==> src/rtl/sbi_pkg.sv <==
// Package: shared encodings for the register readiness interlock.
// Assumes class codes are 3 bits and read-stage codes are 2 bits.
package sbi_pkg;

    localparam int CLS_W = 3;
    localparam int STG_W = 2;

    typedef enum logic [CLS_W-1:0] {
        CLS_ALU     = 3'd0,
        CLS_ALU_SHF = 3'd1,
        CLS_LOAD    = 3'd2,
        CLS_MAC     = 3'd3,
        CLS_FDIV_S  = 3'd4,
        CLS_FDIV_D  = 3'd5,
        CLS_RSV6    = 3'd6,
        CLS_RSV7    = 3'd7
    } lat_class_e;

    // Largest of six latencies, used to size the counters.
    function automatic int max_of6(input int a, input int b, input int c,
                                   input int d, input int e, input int f);
        int m;
        m = a;
        if (b > m) m = b;
        if (c > m) m = c;
        if (d > m) m = d;
        if (e > m) m = e;
        if (f > m) m = f;
        return m;
    endfunction

endpackage

==> src/rtl/sbi_lat_decode.sv <==
// Module: maps a latency class code to a countdown load value.
// Assumes every latency fits in CNT_W bits; reserved codes load zero.
module sbi_lat_decode
    import sbi_pkg::*;
#(
    parameter int CNT_W    = 5,
    parameter int LAT_ALU  = 3,
    parameter int LAT_SHF  = 4,
    parameter int LAT_LD   = 4,
    parameter int LAT_MAC  = 4,
    parameter int LAT_DIVS = 7,
    parameter int LAT_DIVD = 17
) (
    input  logic [CLS_W-1:0] cls_i,
    output logic [CNT_W-1:0] lat_o
);

    // Class to latency lookup.
    always_comb begin
        unique case (lat_class_e'(cls_i))
            CLS_ALU:     lat_o = CNT_W'(LAT_ALU);
            CLS_ALU_SHF: lat_o = CNT_W'(LAT_SHF);
            CLS_LOAD:    lat_o = CNT_W'(LAT_LD);
            CLS_MAC:     lat_o = CNT_W'(LAT_MAC);
            CLS_FDIV_S:  lat_o = CNT_W'(LAT_DIVS);
            CLS_FDIV_D:  lat_o = CNT_W'(LAT_DIVD);
            default:     lat_o = '0;
        endcase
    end

endmodule

==> src/rtl/sbi_reg_counter.sv <==
// Module: one register's remaining-latency down-counter.
// Assumes flush outranks a write, and a write outranks the decrement.
module sbi_reg_counter #(
    parameter int CNT_W   = 5,
    parameter int LAT_MAX = 17
) (
    input  logic             clk,
    input  logic             rst_n,
    input  logic             flush_i,
    input  logic             wr_en_i,
    input  logic [CNT_W-1:0] wr_lat_i,
    output logic [CNT_W-1:0] cnt_o
);

    // Load, run down to zero, or clear.
    always_ff @(posedge clk) begin
        if (!rst_n || flush_i) begin
            cnt_o <= '0;
        end else if (wr_en_i) begin
            cnt_o <= wr_lat_i;
        end else if (cnt_o != '0) begin
            cnt_o <= cnt_o - 1'b1;
        end
    end

    AST_CNT_BOUND: assert property (@(posedge clk) disable iff (!rst_n)
        cnt_o <= CNT_W'(LAT_MAX));
    AST_FLUSH_CLEAR: assert property (@(posedge clk) disable iff (!rst_n)
        flush_i |=> (cnt_o == '0));
    AST_WRITE_LOAD: assert property (@(posedge clk) disable iff (!rst_n)
        (wr_en_i && !flush_i) |=> (cnt_o == $past(wr_lat_i)));
    AST_COUNT_DOWN: assert property (@(posedge clk) disable iff (!rst_n)
        (!wr_en_i && !flush_i && cnt_o != '0) |=> (cnt_o == $past(cnt_o) - 1'b1));
    AST_HOLD_ZERO: assert property (@(posedge clk) disable iff (!rst_n)
        (!wr_en_i && cnt_o == '0) |=> (cnt_o == '0));

endmodule

==> src/rtl/sbi_src_check.sv <==
// Module: readiness of one candidate from its sources' read stages.
// Assumes all counts arrive flattened, register r at bits [r*CNT_W +: CNT_W].
module sbi_src_check
    import sbi_pkg::*;
#(
    parameter int NREG  = 16,
    parameter int NSRC  = 2,
    parameter int CNT_W = 5,
    localparam int RW   = $clog2(NREG)
) (
    input  logic                  clk,
    input  logic                  rst_n,
    input  logic [NREG*CNT_W-1:0] cnt_flat_i,
    input  logic [NSRC-1:0]       vld_i,
    input  logic [NSRC*RW-1:0]    reg_i,
    input  logic [NSRC*STG_W-1:0] stg_i,
    output logic                  ready_o
);

    logic [NSRC-1:0] grant;

    for (genvar s = 0; s < NSRC; s++) begin : g_src
        logic [RW-1:0]    idx;
        logic [STG_W-1:0] stg;
        logic [CNT_W-1:0] adv;
        logic [CNT_W-1:0] cnt;

        // Read-stage code to advance, then compare with remaining count.
        always_comb begin
            idx = reg_i[s*RW +: RW];
            stg = stg_i[s*STG_W +: STG_W];
            adv = (stg == 2'd3) ? '0 : CNT_W'(stg);
            cnt = cnt_flat_i[idx*CNT_W +: CNT_W];
            grant[s] = !vld_i[s] || (cnt <= adv);
        end
    end

    assign ready_o = &grant;

    AST_IDLE_SRC_READY: assert property (@(posedge clk) disable iff (!rst_n)
        (vld_i == '0) |-> ready_o);

endmodule

==> src/rtl/sbi_interlock.sv <==
// Module: top of the register readiness interlock.
// Keeps one countdown per register, loads it from issue slots (younger
// slot wins), and grants candidates whose sources are close enough.
// Assumes slot index order equals program order, slot 0 oldest.
module sbi_interlock
    import sbi_pkg::*;
#(
    parameter int NREG     = 16,
    parameter int ISSUE_W  = 2,
    parameter int NCAND    = 2,
    parameter int NSRC     = 2,
    parameter int LAT_ALU  = 3,
    parameter int LAT_SHF  = 4,
    parameter int LAT_LD   = 4,
    parameter int LAT_MAC  = 4,
    parameter int LAT_DIVS = 7,
    parameter int LAT_DIVD = 17,
    localparam int RW      = $clog2(NREG),
    localparam int LAT_MAX = max_of6(LAT_ALU, LAT_SHF, LAT_LD, LAT_MAC, LAT_DIVS, LAT_DIVD),
    localparam int CNT_W   = $clog2(LAT_MAX + 1)
) (
    input  logic                        clk,
    input  logic                        rst_n,
    input  logic                        flush_i,
    input  logic [ISSUE_W-1:0]          iss_vld_i,
    input  logic [ISSUE_W*RW-1:0]       iss_dst_i,
    input  logic [ISSUE_W*CLS_W-1:0]    iss_cls_i,
    input  logic [NCAND*NSRC-1:0]       src_vld_i,
    input  logic [NCAND*NSRC*RW-1:0]    src_reg_i,
    input  logic [NCAND*NSRC*STG_W-1:0] src_stg_i,
    output logic [NCAND-1:0]            cand_ready_o,
    output logic [NCAND-1:0]            cand_stall_o
);

    logic [CNT_W-1:0]      slot_lat [ISSUE_W];
    logic [NREG-1:0]       wr_en;
    logic [CNT_W-1:0]      wr_lat   [NREG];
    logic [CNT_W-1:0]      cnt_arr  [NREG];
    logic [NREG*CNT_W-1:0] cnt_flat;

    for (genvar s = 0; s < ISSUE_W; s++) begin : g_slot
        sbi_lat_decode #(
            .CNT_W(CNT_W), .LAT_ALU(LAT_ALU), .LAT_SHF(LAT_SHF), .LAT_LD(LAT_LD),
            .LAT_MAC(LAT_MAC), .LAT_DIVS(LAT_DIVS), .LAT_DIVD(LAT_DIVD)
        ) u_dec (
            .cls_i(iss_cls_i[s*CLS_W +: CLS_W]),
            .lat_o(slot_lat[s])
        );
    end

    // Per-register write select; later slots override earlier ones.
    always_comb begin
        for (int r = 0; r < NREG; r++) begin
            wr_en[r]  = 1'b0;
            wr_lat[r] = '0;
            for (int s = 0; s < ISSUE_W; s++) begin
                if (iss_vld_i[s] && iss_dst_i[s*RW +: RW] == RW'(r)) begin
                    wr_en[r]  = 1'b1;
                    wr_lat[r] = slot_lat[s];
                end
            end
        end
    end

    for (genvar r = 0; r < NREG; r++) begin : g_reg
        sbi_reg_counter #(.CNT_W(CNT_W), .LAT_MAX(LAT_MAX)) u_cnt (
            .clk     (clk),
            .rst_n   (rst_n),
            .flush_i (flush_i),
            .wr_en_i (wr_en[r]),
            .wr_lat_i(wr_lat[r]),
            .cnt_o   (cnt_arr[r])
        );
        assign cnt_flat[r*CNT_W +: CNT_W] = cnt_arr[r];
    end

    for (genvar c = 0; c < NCAND; c++) begin : g_cand
        sbi_src_check #(.NREG(NREG), .NSRC(NSRC), .CNT_W(CNT_W)) u_chk (
            .clk       (clk),
            .rst_n     (rst_n),
            .cnt_flat_i(cnt_flat),
            .vld_i     (src_vld_i[c*NSRC +: NSRC]),
            .reg_i     (src_reg_i[c*NSRC*RW +: NSRC*RW]),
            .stg_i     (src_stg_i[c*NSRC*STG_W +: NSRC*STG_W]),
            .ready_o   (cand_ready_o[c])
        );
    end

    assign cand_stall_o = ~cand_ready_o;

    AST_FLUSH_ALL_READY: assert property (@(posedge clk) disable iff (!rst_n)
        flush_i |=> (&cand_ready_o));

    if (ISSUE_W >= 2) begin : g_pair_chk
        logic [RW-1:0] young_dst;
        logic [RW-1:0] elder_dst;
        assign young_dst = iss_dst_i[(ISSUE_W-1)*RW +: RW];
        assign elder_dst = iss_dst_i[(ISSUE_W-2)*RW +: RW];

        AST_YOUNGER_WINS: assert property (@(posedge clk) disable iff (!rst_n)
            (!flush_i && iss_vld_i[ISSUE_W-1] && iss_vld_i[ISSUE_W-2] && young_dst == elder_dst)
            |=> (cnt_arr[$past(young_dst)] == $past(slot_lat[ISSUE_W-1])));
    end

endmodule

==> config.mk <==
export PLATFORM = sky130hd
export DESIGN_NAME = sbi_interlock
export DESIGN_NICKNAME = d
export VERILOG_FILES = /design/src/rtl/sbi_pkg.sv /design/src/rtl/sbi_lat_decode.sv /design/src/rtl/sbi_reg_counter.sv /design/src/rtl/sbi_src_check.sv /design/src/rtl/sbi_interlock.sv
export SDC_FILE = /design/constraint.sdc
export NUM_CORES = 1
export LEC_CHECK = 0
export BUFFER_PORTS_ARGS = -buffer_cell sky130_fd_sc_hd__clkbuf_2
export CORE_ASPECT_RATIO = 0.5
export CORE_MARGIN = 5
export CORE_UTILIZATION = 35
export DETAILED_ROUTE_END_ITERATION = 8
export HOLD_SLACK_MARGIN = 0.02
export PLACE_DENSITY_LB_ADDON = 0.15
export SYNTH_ARGS = -nofsm -noshare
export SYNTH_HDL_FRONTEND = slang
export SYNTH_SLANG_ARGS = --single-unit
==> constraint.sdc <==
create_clock -name clk -period 4 [get_ports clk]
set_clock_uncertainty 0.05 [all_clocks]
set_input_delay 0.8 -clock clk [delete_from_list [all_inputs] [get_ports clk]]
set_output_delay 0.8 -clock clk [all_outputs]
set_load 0.03 [all_outputs]
# Word-level counts from Yosys, hierarchy flattened
# Index checks and enable logic that the tools add are counted.
# totals
reg_bits,80
inputBits,47
out_inout_bits,4
wordCells,273
# op_classes
addsub,16
mul,4
magnitude_cmp,4
eq_ne,44
shift,4
mux,102
bitwise_logic,1
n_reduce_logical,82
# op_table
cell,count
two-way mux 5 bit,64
indexed part select 80 x 8 -> 5 bit,4
nonzero test 5 bit,16
subtractor 5 x 1 -> 5 bit (second input constant),16
equality test 4 bit (second input constant),16
one-hot mux 5 bit (4 select lines),2
equality test 4 x 3 -> 1 bit (second input constant),8
logical AND 1 bit,32
two-way mux 1 bit,32
nonzero test 2 bit,16
multiplier 4 x 3 -> 7 bit (second input constant),4
<= comparator 5 bit,4
equality test 4 x 2 -> 1 bit (second input constant),4
equality test 3 x 2 -> 1 bit (second input constant),4
equality test 3 bit (second input constant),4
equality test 2 bit (second input constant),4
equality test 4 x 1 -> 1 bit (second input constant),2
logical NOT 4 bit,2
two-way mux 2 bit,4
equality test 3 x 1 -> 1 bit (second input constant),2
logical NOT 3 bit,2
OR reduction 3 bit,2
logical NOT 1 bit,5
logical OR 1 bit,5
2 further kinds,3

# Depth between registers and ports, before layout
# Gate-level depths: netlist of the first run.
# logic_depth
word_depth,6
ltp_mapped,12
ltp_nobuf,9

# Cells and area by module
# Synthesis of the first run repeated with hierarchy kept, for this count alone.
# hier_totals
cells_unflattened,1039
area_unflattened_um2,8859.7
# by_module_without_submodules
module,instances,cells_per_inst,area_each_um2,seq_area_each_um2
sbi_reg_counter,16,35,306.5,100.1
sbi_interlock,1,254,1778.0,0.0
sbi_src_check (g_cand[0].u_chk),1,113,1054.8,0.0
sbi_src_check (g_cand[1].u_chk),1,98,1037.2,0.0
sbi_lat_decode,2,7,42.5,0.0

# Worst setup path before layout of the first run
# OpenSTA, ideal clock, no wires.
# synth_path
kind,input -> output
startpoint,in src_reg_i[0]
endpoint,out cand_stall_o[0]
arrival_ps,3610
required_ps,3150
slack_ps,-460
path_stages,8
path_buffers,2
path_cell_list,clkbuf_1 > clkbuf_1 > mux4_2 > mux4_2 > ha_1 > a21oi_1 > o22ai_1 > or4b_1
# synth_via
elab_chain_cells,6
# synth_lines
element,line,text
"start, declared",sbi_interlock.sv:29,"input logic [NCAND*NSRC*RW-1:0] src_reg_i,"
multiplier 4 x 3 -> 7 bit,sbi_src_check.sv:33,cnt = cnt_flat_i[idx*CNT_W +: CNT_W];
indexed part select 80 x 8 -> 5 bit,sbi_src_check.sv:33,
<= comparator 5 bit,sbi_src_check.sv:34,grant[s] = !vld_i[s] || (cnt <= adv);
logical OR 1 bit,sbi_src_check.sv:34,
AND reduction 2 bit,sbi_src_check.sv:38,assign ready_o = &grant;
inverter 2 bit,sbi_interlock.sv:89,assign cand_stall_o = ~cand_ready_o;
"end, declared",sbi_interlock.sv:32,output logic [NCAND-1:0] cand_stall_o
# No other way between the ends.

# Worst setup path after layout of the first run
# layout_path
startpoint,in src_reg_i[5]
endpoint,out cand_stall_o[0]
# The elaborated chain is that of the path after synthesis.

==> results of run 1 <==
## routing by layer
metal / part of all wire / global-route usage / vias up
met3: 0.098 / 0.0622 / 29
met4: 0.015 / 0.0392 / 2
li1: - / - / 3548
met1: 0.47 / 0.322 / 3561
met2: 0.42 / 0.328 / 333
met5: 0.00048 / 0 / -
## area by class of cell
| class | instances | area [um^2] | area share |
|---|---|---|---|
| Clock buffer | 13 | 270 | 0.0313 |
| Multi-Input combinational cell | 751 | 5480 | 0.636 |
| Sequential cell | 80 | 1600 | 0.186 |
| Timing Repair Buffer | 96 | 693 | 0.0804 |
| Clock inverter | 3 | 47.5 | 0.00551 |
| Inverter | 49 | 184 | 0.0213 |
| Tap cell | 273 | 342 | 0.0396 |
## worst min-delay path: cells and delay by family, from the launching register on
| family | cells | cell delay [ps] |
|---|---|---|
| DFF | 1 | 330 |
| and+or+nand+nor | 1 | 50 |
| AOI/OAI and AO/OA | 1 | 130 |
## cells in the final DEF (no fill, tap or decap), types with 4 or more instances in the layout
| cell | n |
|---|---|
| nand2_1 | 132 |
| mux2_2 | 4 |
| dfxtp_1 | 80 |
| a2111oi_0 | 9 |
| a211o_1 | 6 |
| xnor2_1 | 26 |
| inv_1 | 48 |
| o22ai_1 | 5 |
| nor3_1 | 63 |
| clkbuf_8 | 6 |
| o221ai_1 | 13 |
| nor2_1 | 73 |
| mux2i_1 | 22 |
| nand3_1 | 14 |
| clkbuf_16 | 11 |
| nand4_1 | 7 |
| o211ai_1 | 27 |
| nor2b_1 | 23 |
| nand2b_1 | 12 |
| a31oi_1 | 8 |
| o311ai_0 | 5 |
| or3_1 | 27 |
| xor2_1 | 11 |
| and3b_1 | 4 |
| or2_2 | 10 |
| nor4_1 | 10 |
| nand3b_1 | 5 |
| buf_4 | 47 |
| a211oi_1 | 18 |
| clkbuf_2 | 40 |
| a21oi_1 | 68 |
| o21ai_0 | 17 |
| mux4_2 | 45 |
| ha_1 | 37 |
| nor3b_1 | 10 |
## worst max-delay path by stage
stage | startpoint | end | slack, ps | cells past startpoint
5_1_grt | src_reg_i[5] | cand_stall_o[0] | -40 | 8
2_1_floorplan | src_reg_i[4] | cand_stall_o[0] | -20 | 8
3_5_place_dp | src_reg_i[5] | cand_stall_o[0] | -200 | 8
3_3_place_gp | src_reg_i[5] | cand_stall_o[0] | -190 | 8
4_1_cts | src_reg_i[1] | cand_stall_o[0] | 2 | 8
6_report | src_reg_i[5] | cand_stall_o[0] | 30 | 9
## per-stage QoR
step	setup TNS (ps)	hold slack (ps)	util
6_report	0	506	0.419
5_1_grt	-37.3	544	0.419
4_1_cts	0	517	0.417
3_5_place_dp	-534	508	0.396
3_3_place_gp	-354	490	0.396
2_1_floorplan	-18.7	429	-
## cell families after synthesis
logic type | Yosys count | synth area share
AOI/OAI and AO/OA | 190 | 0.169
xor gates and xnor gates | 37 | 0.0440
and+or+nand+nor | 412 | 0.276
muxes | 72 | 0.177
DFF | 80 | 0.217
adders and majority gates | 40 | 0.0679
buffers and inverters | 91 | 0.0486
## timing repair
item	in CTS	in global routing
setup endpoints to repair	4	3
resized for setup	24	8
pin swaps	4	5
## power breakdown
part | switching, mW | internal (mW)
Combinational | 1.49 | 1.39
Sequential | 0.356 | 0.981
Clock | 0.366 | 0.539
Total | 2.21 | 2.91
## synth_stat cells (all sizes together), types with 11 or more instances
cell type    n  area share
xor2        11       0.013
nor2b       24       0.020
nor2        74       0.038
o211ai      27       0.028
a21oi       71       0.048
mux4        46        0.14
ha          40       0.068
or3         29       0.025
dfxtp       80        0.22
nand2      132       0.067
nor3        64       0.043
clkbuf      30       0.015
nand2b      13       0.011
a211oi      18       0.018
inv         48       0.024
xnor2       26       0.031
nand3       14      0.0095
buf         12      0.0083
o221ai      13       0.015
mux2i       22       0.030
o21ai       17       0.012
==> out/qor.yml, run 1 <==
min_from: "g_reg[15].u_cnt.cnt_o[3]$_SDFFE_PP0P_"
power.total_mw: 5.11
dp_hpwl_um: 21200
top_register: "g.u_cnt.cnt_o"
max_slew_margin: 0.380
hold_end: "g_reg[15].u_cnt.cnt_o[3]$_SDFFE_PP0P_"
finalHoldViolCount: 0
die_h_um: 113
worst-r2r-setup-slack_ps: 2140
critPathBufInv: 2
worst_pin_slew_ps: 923
async_reset_ff_frac: 0
setup_ws_ps: 32.9
dp_cells: 1249
drt_iter0_markers: 758
cp.arrival_ps: 3120
ys_seq_area_frac: 0.217
cts_root_buffer: "clkbuf_16"
clock_path_buffers: 2
start_util: 0.358
endpoint_kind: "output port"
setup_viol: 0
min_period_ps: 3970
nets: 1074
via_per_inst: 5.91
rows: 37
reg_top3: "g.u_cnt.cnt_o x80"
irDropWorstVdd_v: 0.000184
slew_violations: 0
netlist_area_um2: 7370
ys_types: 59
port_buffers: 50
insertion_delay_ps: 350
dieWidth_um: 215
ys_ff_latch: 80
drv_cap: 0
max_freq_ghz: 0.252
r2r_end: "g_reg[12].u_cnt.cnt_o[2]$_SDFFE_PP0P_"
p_leak_nw: 3.29
cts.sinks: 80
place_area_um2: 8150
crit_path_top_delay_cell: "mux4_2"
diodes: 0
finalWirelength_um: 27100
die-area_um2: 24200
timing.rr.start: "g_reg[12].u_cnt.cnt_o[1]$_SDFFE_PP0P_"
io_pins: 51
first_pass_iters: 5
antenna_found_initial: 1
p_per_area_nw_per_um2: 593
clk_pin_slew_worst_paths_ps: 70
area_growth_pct: 17.0
ant_nets: 0
numCtsBuffers: 9
postLayoutCellArea_um2: 8620
postCtsSetupBuffers: 0
critical-path-top-delay-family: "multiplexers"
hp-class: "reg -> reg"
grt_overflow_total: 0
worst-r2r-cell-count: 7
cts_tree: "yes"
drc: 0
grt_pass1_wl_um: 41500
track_usage: 0.221
period_share: 0.992
synth_edf_count: 0
cts_hold_buf: 0
dp_slack_ps: -197
yosysWarningCount: 0
grt_start_max_net_pins: 36
syn-num-nets: 1009
wire_per_inst_um: 21.5
core_um2: 20600
cp_max_fo: 9
worstPathRequired_ps: 3150
slowest_delay_ps: 530
n_fill_cell: 2095
syn_area_per_cell_um2: 7.99
h-tree-depth: 3
num_vias: 7473
rsz0062_at_grt: "yes"
syn_inst: 922
first_global_vias: 6982
final_cells: 1265
critPathLaunchType: "input pin"
timing.hold.worst_path_depth: 2
cp_cell_sequence: "clkbuf_16 > mux4_2 > mux4_2 > ha_4 > nand2_1 > nand2_1 > o22ai_2 > or4b_4 > buf_8"
outcome: "finished, final reports clean"
drive_gt1_frac: 0.191
crit_type: "in -> out"
synthFlopType: "dfxtp_1"
largest_reg_flops: 80
gp_congestion: 0.886
Note: power is estimated with default switching activity, not from simulation.
==> run 2, diff against run 1 <==
Settings changed: CORE_ASPECT_RATIO 0.5 to 1.1, PLACE_DENSITY_LB_ADDON 0.15 to not set.
==> out/qor.yml, run 2 (synthesis gave the netlist of run 1 again) <==
outcome: "finished, final reports clean"
final_common_cell: "nand2_1"
final_cell_mix: "131 x nand2_1, 80 x dfxtp_1, 73 x nor2_1"
first_pass_iters: 5
postCtsSetupBuffers: 0
grt_pass1_wl_um: 40300
clk_pin_slew_worst_paths_ps: 60
setup_tns_ps: 0
period_share: 1.00
p_sw_mw: 2.19
port_buffers: 50
place_area_um2: 8080
grt_start_max_net_pins: 34
largest_reg_flops: 80
worst-r2r-setup-slack_ps: 1960
dieWidth_um: 148
multiInputGateArea_um2: 5490
first_global_vias: 7103
p_clk_frac: 0.174
via_per_inst: 5.98
core_um2: 20600
cts_hold_buf: 0
insertion_delay_ps: 350
cp_max_fo: 8
p_per_area_nw_per_um2: 588
p_comb_frac: 0.560
r2r_end: "g_reg[11].u_cnt.cnt_o[0]$_SDFFE_PP0P_"
cts_root_buffer: "clkbuf_16"
worst_pin_slew_ps: 1020
dp_slack_ps: -208
endpoint_kind: "output port"
h-tree-depth: 3
slew_violations: 0
drv_cap: 0
gp_congestion: 0.923
worstSetupEndpoint: "cand_stall_o[0]"
wire_per_inst_um: 20.7
worst-r2r-cell-count: 5
setup_ws_ps: 1.63
crit_type: "in -> out"
critPathLaunchType: "input pin"
dp_hpwl_um: 19800
drt_iter0_markers: 588
num_vias: 7424
max_slew_margin: 0.318
finalWirelength_um: 25600
clock_path_buffers: 2
p_int_mw: 2.84
p_sw_frac: 0.435
finalHoldViolCount: 0
irDropWorstVdd_v: 0.000217
start_util: 0.357
setup_viol: 0
postLayoutCellArea_um2: 8540
nets: 1067
p_leak_nw: 3.25
grt_overflow_total: 0
antenna_found_initial: 0
die-area_um2: 24100
cts.sinks: 80
rsz0062_at_grt: "yes"
n_fill_cell: 2085
min_period_ps: 4000
cts_tree: "yes"
reg_top3: "g.u_cnt.cnt_o x80"
hp-class: "reg -> reg"
io_pins: 51
rows: 55
max_freq_ghz: 0.250
worstPathRequired_ps: 3150
sequentialPowerShare: 0.266
worstSetupStartpoint: "src_reg_i[5]"
final_cells: 1241
numCtsBuffers: 9
drive_gt1_frac: 0.188
dp_cells: 1225
seqCellArea_um2: 1600
min_from: "g_reg[15].u_cnt.cnt_o[3]$_SDFFE_PP0P_"
diodes: 0
timing.rr.start: "g_reg[11].u_cnt.cnt_o[2]$_SDFFE_PP0P_"
die_h_um: 162
ant_nets: 0
drc: 0
track_usage: 0.214
area_growth_pct: 15.9
top_register: "g.u_cnt.cnt_o"
cp.arrival_ps: 3150
[run 2: timing repair]
action,in CTS,in global routing
endpoints found under the setup margin,4,3
resized for setup,19,18
endpoints found under the hold margin,0,0
pin swaps,3,7
[run 2: worst max-delay path, stage by stage]
cell and delay [ps]:
clkbuf_16 130, mux4_2 500, mux4_2 530, ha_4 270, a21oi_2 130, o22ai_2 110, or4b_4 530, buf_8 150
[run 2: worst min-delay path by stage]
stage | end | slack, ps | depth (start not counted)
floorplan | g_reg[10].u_cnt.cnt_o[1]$_SDFFE_PP0P_ | 430 | 2
global placement | g_reg[12].u_cnt.cnt_o[3]$_SDFFE_PP0P_ | 490 | 2
detailed placement | g_reg[6].u_cnt.cnt_o[3]$_SDFFE_PP0P_ | 500 | 2
CTS | g_reg[6].u_cnt.cnt_o[3]$_SDFFE_PP0P_ | 510 | 2
global route | g_reg[15].u_cnt.cnt_o[3]$_SDFFE_PP0P_ | 530 | 2
finish | g_reg[15].u_cnt.cnt_o[3]$_SDFFE_PP0P_ | 500 | 2
[run 2: layout make-up]
type / instances / share of cell area
clock buffers: 9 / 0.0264
clock inverters: 7 / 0.00908
inverters: 49 / 0.0215
multi-input cells: 751 / 0.643
flip-flops and latches: 80 / 0.188
well taps: 256 / 0.0375
repair buffers: 89 / 0.0749
[run 2: through the flow]
stage | utilization | hold WS, ps | power (mW)
global placement | 0.391 | 490 | 4.04
detailed placement | 0.391 | 501 | 4.05
CTS | 0.411 | 511 | 4.96
floorplan | - | 429 | 3.30
finish | 0.414 | 502 | 5.02
global route | 0.414 | 531 | 5.40
[run 2: per-layer routing]
metal,global-route usage,wire [um],up-vias
met1,0.276,10700,3474
met3,0.0477,2240,54
met2,0.350,11900,366
met5,0,0,-
li1,-,-,3530
met4,0.0785,750,0
[run 2: power by group through the flow]
| stage | Clock [mW] | Combinational (mW) | Sequential [mW] |
|---|---|---|---|
| 2_1_floorplan | 0 | 2.14 | 1.17 |
| 3_3_place_gp | 0 | 2.70 | 1.34 |
| 3_5_place_dp | 0 | 2.71 | 1.34 |
| 4_1_cts | 0.889 | 2.76 | 1.32 |
| 5_1_grt | 0.917 | 3.14 | 1.35 |
| 6_report | 0.874 | 2.81 | 1.33 |
